<file path="config.mk">
export PLATFORM = sky130hd
export DESIGN_NAME = pwmx_core
export DESIGN_NICKNAME = d
export VERILOG_FILES = /design/src/rtl/pwmx_pkg.sv /design/src/rtl/pwmx_regs.sv /design/src/rtl/pwmx_timebase.sv /design/src/rtl/pwmx_chan.sv /design/src/rtl/pwmx_core.sv
export SDC_FILE = /design/constraint.sdc
export NUM_CORES = 1
export LEC_CHECK = 0
export BUFFER_PORTS_ARGS = -buffer_cell sky130_fd_sc_hd__buf_2
export CAP_MARGIN = 20
export CORE_AREA = 2 2 109 111
export DETAILED_ROUTE_END_ITERATION = 16
export DIE_AREA = 0 0 111 113
export MAX_ROUTING_LAYER = met4
export PLACE_DENSITY = 0.74
export SYNTH_ARGS = -nofsm -noshare
export SYNTH_HDL_FRONTEND = slang
export SYNTH_HIERARCHICAL = 1
export SYNTH_SLANG_ARGS = --single-unit
</file>
<file path="constraint.sdc">
create_clock -name clk -period 4.2 [get_ports clk]
set_input_delay 0 -clock clk [delete_from_list [all_inputs] [get_ports clk]]
set_output_delay 0 -clock clk [all_outputs]
set_load 0.02 [all_outputs]
</file>
<file path="src/rtl/pwmx_pkg.sv">
package pwmx_pkg;
  localparam int unsigned CNT_W      = 8;
  localparam int unsigned PSC_W      = 8;
  localparam int unsigned BUS_W      = 32;
  localparam int unsigned CTRL_OFS   = 32'h50;
  localparam int unsigned IRQ_OFS    = 32'h54;
  localparam int unsigned PSC_LO_LSB = 0;
  localparam int unsigned PSC_HI_LSB = 11;
  localparam int unsigned RUN_BIT    = 9;
  localparam int unsigned NIB_W      = PSC_W / 2;

  typedef struct packed {
    logic             run;
    logic [PSC_W-1:0] presc;
  } cfg_t;
endpackage

</file>
<file path="src/rtl/pwmx_regs.sv">
module pwmx_regs
  import pwmx_pkg::*;
#(
  parameter int unsigned NCH    = 4,
  parameter int unsigned ADDR_W = 8
) (
  input  logic                          clk,
  input  logic                          rst_n,
  input  logic                          bus_wr,
  input  logic                          bus_rd,
  input  logic [ADDR_W-1:0]             bus_addr,
  input  logic [BUS_W-1:0]              bus_wdata,
  output logic [BUS_W-1:0]              bus_rdata,
  output cfg_t                          cfg,
  output logic [NCH-1:0][CNT_W-1:0]     duty
);
  localparam int unsigned IDX_W = ADDR_W - 2;
  localparam logic [IDX_W-1:0] CTRL_IDX = IDX_W'(CTRL_OFS / 4);
  localparam logic [IDX_W-1:0] IRQ_IDX  = IDX_W'(IRQ_OFS / 4);

  logic [IDX_W-1:0] widx;
  logic [NCH-1:0]   duty_we;
  logic             ctrl_we;
  logic             irq_we;
  cfg_t             cfg_q, cfg_d;
  logic             irq_q, irq_d;
  logic [BUS_W-1:0] rd_d, rd_q;
  logic             bus_unused;

  assign widx       = bus_addr[ADDR_W-1:2];
  assign ctrl_we    = bus_wr && (widx == CTRL_IDX);
  assign irq_we     = bus_wr && (widx == IRQ_IDX);
  assign bus_unused = ^{bus_wdata[BUS_W-1:PSC_HI_LSB+NIB_W], bus_wdata[10],
                        bus_wdata[8], bus_addr[1:0]};

  // per-channel duty storage, one slot per configured channel
  for (genvar g = 0; g < NCH; g++) begin : g_duty
    logic [CNT_W-1:0] duty_q;
    assign duty_we[g] = bus_wr && (widx == IDX_W'(g));
    always_ff @(posedge clk or negedge rst_n) begin
      if (!rst_n) begin
        duty_q <= '0;
      end else if (duty_we[g]) begin
        duty_q <= bus_wdata[CNT_W-1:0];
      end
    end
    assign duty[g] = duty_q;
  end

  always_comb begin
    cfg_d = cfg_q;
    if (ctrl_we) begin
      cfg_d.presc = {bus_wdata[PSC_HI_LSB +: NIB_W], bus_wdata[PSC_LO_LSB +: NIB_W]};
      cfg_d.run   = bus_wdata[RUN_BIT];
    end
  end

  always_comb begin
    irq_d = irq_q;
    if (irq_we) begin
      irq_d = bus_wdata[0];
    end
  end

  always_ff @(posedge clk or negedge rst_n) begin
    if (!rst_n) begin
      cfg_q <= '0;
      irq_q <= 1'b0;
    end else begin
      cfg_q <= cfg_d;
      irq_q <= irq_d;
    end
  end

  always_comb begin
    rd_d = '0;
    for (int i = 0; i < NCH; i++) begin
      if (widx == IDX_W'(i)) begin
        rd_d[CNT_W-1:0] = duty[i];
      end
    end
    if (widx == CTRL_IDX) begin
      rd_d[PSC_LO_LSB +: NIB_W] = cfg_q.presc[NIB_W-1:0];
      rd_d[PSC_HI_LSB +: NIB_W] = cfg_q.presc[PSC_W-1:NIB_W];
      rd_d[RUN_BIT]             = cfg_q.run;
    end
    if (widx == IRQ_IDX) begin
      rd_d[0] = irq_q;
    end
  end

  always_ff @(posedge clk or negedge rst_n) begin
    if (!rst_n) begin
      rd_q <= '0;
    end else if (bus_rd) begin
      rd_q <= rd_d;
    end
  end

  assign bus_rdata = rd_q;
  assign cfg       = cfg_q;

  // a control write must land in the stored configuration on the next edge
  assert_ctrl_store_R2: assert property (@(posedge clk) disable iff (!rst_n)
    ctrl_we |=> (cfg_q.run == $past(bus_wdata[RUN_BIT])));
endmodule

</file>
<file path="src/rtl/pwmx_timebase.sv">
module pwmx_timebase
  import pwmx_pkg::*;
(
  input  logic             clk,
  input  logic             rst_n,
  input  cfg_t             cfg,
  output logic [CNT_W-1:0] cnt,
  output logic             wrap
);
  logic [PSC_W-1:0] pdiv_q, pdiv_d;
  logic [CNT_W-1:0] cnt_q, cnt_d;
  logic             tick;

  assign tick = (pdiv_q >= cfg.presc);

  always_comb begin
    pdiv_d = pdiv_q;
    cnt_d  = cnt_q;
    if (!cfg.run) begin
      pdiv_d = '0;
      cnt_d  = '0;
    end else if (tick) begin
      pdiv_d = '0;
      cnt_d  = cnt_q + 1'b1;
    end else begin
      pdiv_d = pdiv_q + 1'b1;
    end
  end

  always_ff @(posedge clk or negedge rst_n) begin
    if (!rst_n) begin
      pdiv_q <= '0;
      cnt_q  <= '0;
    end else begin
      pdiv_q <= pdiv_d;
      cnt_q  <= cnt_d;
    end
  end

  assign cnt  = cnt_q;
  assign wrap = cfg.run && tick && (cnt_q == '1);

  assert_hold_R4: assert property (@(posedge clk) disable iff (!rst_n)
    !cfg.run |=> (cnt_q == '0 && pdiv_q == '0));

  assert_step_R5: assert property (@(posedge clk) disable iff (!rst_n)
    (cfg.run && tick) |=> (cnt_q == CNT_W'($past(cnt_q) + 1'b1)));

  assert_dwell_R5: assert property (@(posedge clk) disable iff (!rst_n)
    (cfg.run && !tick) |=> $stable(cnt_q));
endmodule

</file>
<file path="src/rtl/pwmx_chan.sv">
module pwmx_chan
  import pwmx_pkg::*;
(
  input  logic             clk,
  input  logic             rst_n,
  input  logic             run,
  input  logic             wrap,
  input  logic [CNT_W-1:0] cnt,
  input  logic [CNT_W-1:0] duty_sh,
  output logic             pwm
);
  logic [CNT_W-1:0] act_q;
  logic             load;

  // shadow transfer: continuous while stopped, only at wrap while running
  assign load = !run || wrap;

  always_ff @(posedge clk or negedge rst_n) begin
    if (!rst_n) begin
      act_q <= '0;
    end else if (load) begin
      act_q <= duty_sh;
    end
  end

  assign pwm = run && (cnt <= act_q);

  assert_shadow_R7: assert property (@(posedge clk) disable iff (!rst_n)
    (run && !wrap) |=> $stable(act_q));
endmodule

</file>
<file path="src/rtl/pwmx_core.sv">
module pwmx_core
  import pwmx_pkg::*;
#(
  parameter int unsigned NCH    = 4,
  parameter int unsigned ADDR_W = 8
) (
  input  logic              clk,
  input  logic              rst_n,
  input  logic              bus_wr,
  input  logic              bus_rd,
  input  logic [ADDR_W-1:0] bus_addr,
  input  logic [31:0]       bus_wdata,
  output logic [31:0]       bus_rdata,
  output logic [NCH-1:0]    pwm_out
);
  logic [1:0]                   rst_sync_q;
  logic                         rst_s_n;
  cfg_t                         cfg;
  logic [NCH-1:0][CNT_W-1:0]    duty;
  logic [CNT_W-1:0]             cnt;
  logic                         wrap;

  // asynchronous assertion, synchronous release
  always_ff @(posedge clk or negedge rst_n) begin
    if (!rst_n) begin
      rst_sync_q <= '0;
    end else begin
      rst_sync_q <= {rst_sync_q[0], 1'b1};
    end
  end
  assign rst_s_n = rst_sync_q[1];

  pwmx_regs #(.NCH(NCH), .ADDR_W(ADDR_W)) u_regs (
    .clk       (clk),
    .rst_n     (rst_s_n),
    .bus_wr    (bus_wr),
    .bus_rd    (bus_rd),
    .bus_addr  (bus_addr),
    .bus_wdata (bus_wdata),
    .bus_rdata (bus_rdata),
    .cfg       (cfg),
    .duty      (duty)
  );

  pwmx_timebase u_tb (
    .clk   (clk),
    .rst_n (rst_s_n),
    .cfg   (cfg),
    .cnt   (cnt),
    .wrap  (wrap)
  );

  for (genvar g = 0; g < NCH; g++) begin : g_ch
    pwmx_chan u_ch (
      .clk     (clk),
      .rst_n   (rst_s_n),
      .run     (cfg.run),
      .wrap    (wrap),
      .cnt     (cnt),
      .duty_sh (duty[g]),
      .pwm     (pwm_out[g])
    );
  end

  assert_quiet_R4: assert property (@(posedge clk) disable iff (!rst_s_n)
    !cfg.run |-> (pwm_out == '0));
endmodule

</file>
==> out/qor.yml <==
clock_network:
  numCtsBuffers: 9
  clk_path_buf_depth: 2
  cts_hold_buf: 16
  cts_htree_levels: 3
  post_cts_resized: 0
  clk_pin_slew_ns: 0.07
  post_cts_buffers: 0
  clock-root-buffer: "clkbuf_16"
  cts.sink_count: 105
  cts_tree: "yes"
  insertion_delay_ns: 0.35
logic_synthesis:
  avgSynthCellArea_sq_um: 11.0
  synthArstFlopShare_pct: 100
  netlist.area_leader.share_pct: 46.9
  yosys-top-cells-area: "dfrtp_1 47%, ha_1 9.4%, mux2_2 7.8%"
  yosys_warnings: 6
  ys_types: 46
  dominantRegCellSynth: "dfrtp_1"
  synth_edf_count: 0
  synth_most_common_cell: "dfrtp_1"
  syn_area_sq_um: 5610
  ys_ff_latch: 105
  synthTopCellsByCount: "105 x dfrtp_1, 65 x inv_1, 44 x nand2_1"
  synth-seq-area-share_pct: 46.9
  synth_cells: 511
  synth_top_cell_by_area: "dfrtp_1"
timing:
  finalCriticalPeriod_ns: 3.04
  clock.fmax_ghz: 0.329
  maxSlewViolCount: 0
  timing.final.hold_violations: 0
  slew_headroom_pct: 38.8
  finalCritPeriodShare_pct: 72.3
  final.setup.tns_ns: 0
  skew_ns: 0.00820
  setup_violations: 0
  worst_slew_pin_slew_ns: 0.918
  rsz0062_at_grt: "false"
final_layout:
  antenna_cells: 0
  drive_gt1_share_pct: 21.7
  synthToLayoutAreaGrowth_pct: 12.2
  regArea_sq_um: 2630
  design_area_sq_um: 6290
  nNetsFinal: 652
  multi_input_area_sq_um: 2560
  fillers: 927
  postLayoutCoreUtil_pct: 55.8
global_route:
  grtUsageTotal_pct: 20.6
  first_global_vias: 3914
  overflow: 0
  antenna_found_initial: 0
  grt_start_max_net_pins: 73
  grt_pass1_wl_um: 19700
pwr:
  p_switching_uw: 746
  powerDensity_nw_per_um2: 404
  power.clock.fraction_pct: 33.5
  worst_ir_drop_vdd_mv: 0.186
  p_leak_uw: 0.00296
  p_int_uw: 1800
  sw_frac_of_total_pct: 29.4
  seqPwrFrac_pct: 47.6
  combPwrFrac_pct: 18.9
floorplan:
  die_w_um: 111
  core_sq_um: 11300
  fp-row-count: 39
  die_h_um: 113
  ioPinCount: 80
  initial_core_util_pct: 49.8
  dieArea_sq_um: 12500
route:
  num_vias: 3899
  ant_nets: 0
  initialDrtViolationCount: 284
  routed_via_density: 5.46
  first_pass_iters: 4
  wl_um: 12100
  drc_errors: 0
  wl_per_cell_um: 16.9
worst_setup_path:
  cp_max_fo: 16
  crit_arrival_ns: 3.27
  cp-end-kind: "register"
  path_class: "reg -> reg"
  critPathRequiredTime_ns: 4.44
  critPathLaunchType: "register"
placed_design:
  io_buffers: 39
  place_area_sq_um: 5830
  dp_hpwl_um: 8760
  gp_congestion: 0.844
outcome:
  status: "finished clean"
min_path:
  min_path_type: "in -> reg"
flow_run:
  drv_cap: 0
power groups by stage:
stage          clock network [uW]  registers [uW]  logic, uW
6_report                      851            1210        481
5_1_grt                       918            1220        536
4_1_cts                       869            1210        480
3_5_place_dp                    0            1230        465
3_3_place_gp                    0            1220        442
2_1_floorplan                   0            1200        375
sequential cells by signal (all words and copies together) (netlist names):
name / cells
u_regs/irq_q: 1
u_regs/bus_rdata: 13
u_tb/cnt: 8
g_ch.u_ch/act_q: 32
u_regs/g_duty.duty_q: 32
u_tb/pdiv_q: 8
u_regs/cfg: 9
rst_sync_q: 2
stage by stage:
step | total power (uW) | instances | setup slack [ns] | hold slack [ns]
floorplan | 1580 | 529 | 1.06 | -0.296
global placement | 1660 | 682 | 1.32 | -0.213
detailed placement | 1690 | 682 | 1.25 | -0.212
CTS | 2560 | 714 | 1.22 | 0.0250
global route | 2680 | 714 | 0.933 | 0.0447
finish | 2540 | 714 | 1.16 | 0.0389
critical path: stages, from the launching register on:
cell and delay, ns:
dfrtp_1 0.42, inv_1 0.08, ha_1 0.27, nand2b_4 0.11, a2111o_1 0.18, a31oi_4 0.23
nor4_1 0.72, nand2b_1 0.51, mux2_2 0.39
path summary, 6_finish.rpt:
check	startpoint	to	slack, ns	cells past startpoint
max reg2reg	u_tb/pdiv_q[0]	g_ch[1].u_ch/act_q[0]	1.16	8
min reg2reg	rst_sync_q[0]	rst_sync_q[1]	0.36	0
min in group asynchronous	rst_sync_q[1]	u_tb/pdiv_q[2]	0.46	0
min	bus_wr	u_regs/irq_q	0.04	3
max	u_tb/pdiv_q[0]	g_ch[1].u_ch/act_q[0]	1.16	8
max in group asynchronous	rst_sync_q[1]	u_regs/g_duty[1].duty_q[6]	2.77	1
layout make-up:
type,count,share of cell area (%)
sequential,105,41.8
timing repair buffer,57,5.89
inverter,65,3.88
clock inverter,7,1.25
multi-input combinational,328,40.7
clock buffer,9,3.58
tap,143,2.84
routing by layer:
| layer | vias up | routed length (um) | track usage [%] |
|---|---|---|---|
| met5 | - | 0 | - |
| met4 | 0 | 284 | 9.00 |
| met3 | 21 | 410 | 2.89 |
| met2 | 101 | 6030 | 33.8 |
| met1 | 1926 | 5370 | 25.7 |
| li1 | 1851 | - | - |
cell usage in the layout, fill, tap and decap left out, types with 5 or more instances in the layout:
master	n
mux2_4	8
dfrtp_1	104
nor2_1	15
mux4_2	8
nand2_1	44
nand4_1	10
o21ai_0	34
dlygate4sd3_1	16
o31ai_1	5
nand3_1	14
xor2_1	6
a21oi_1	15
nor2b_1	5
ha_1	42
nand2b_1	9
clkbuf_16	9
inv_1	65
or3_1	9
conb_1	20
o22ai_1	9
mux2_2	39
buf_2	39
cell families (layout without fill, tap and decap cells):
kind of cell,Yosys count,count (layout),share of synthesized area [%]
multiplexers,55,55,13.2
other,2,20,0.134
buffers and inverters,96,138,8.66
flip-flops,105,105,46.9
AND/OR/NAND/NOR,119,119,11.2
XOR/XNOR,7,7,1.09
AO/OA/AOI/OAI,85,85,9.46
adder cells (fa/ha/maj),42,42,9.37
No activity file was read; power rests on OpenSTA's default activity.
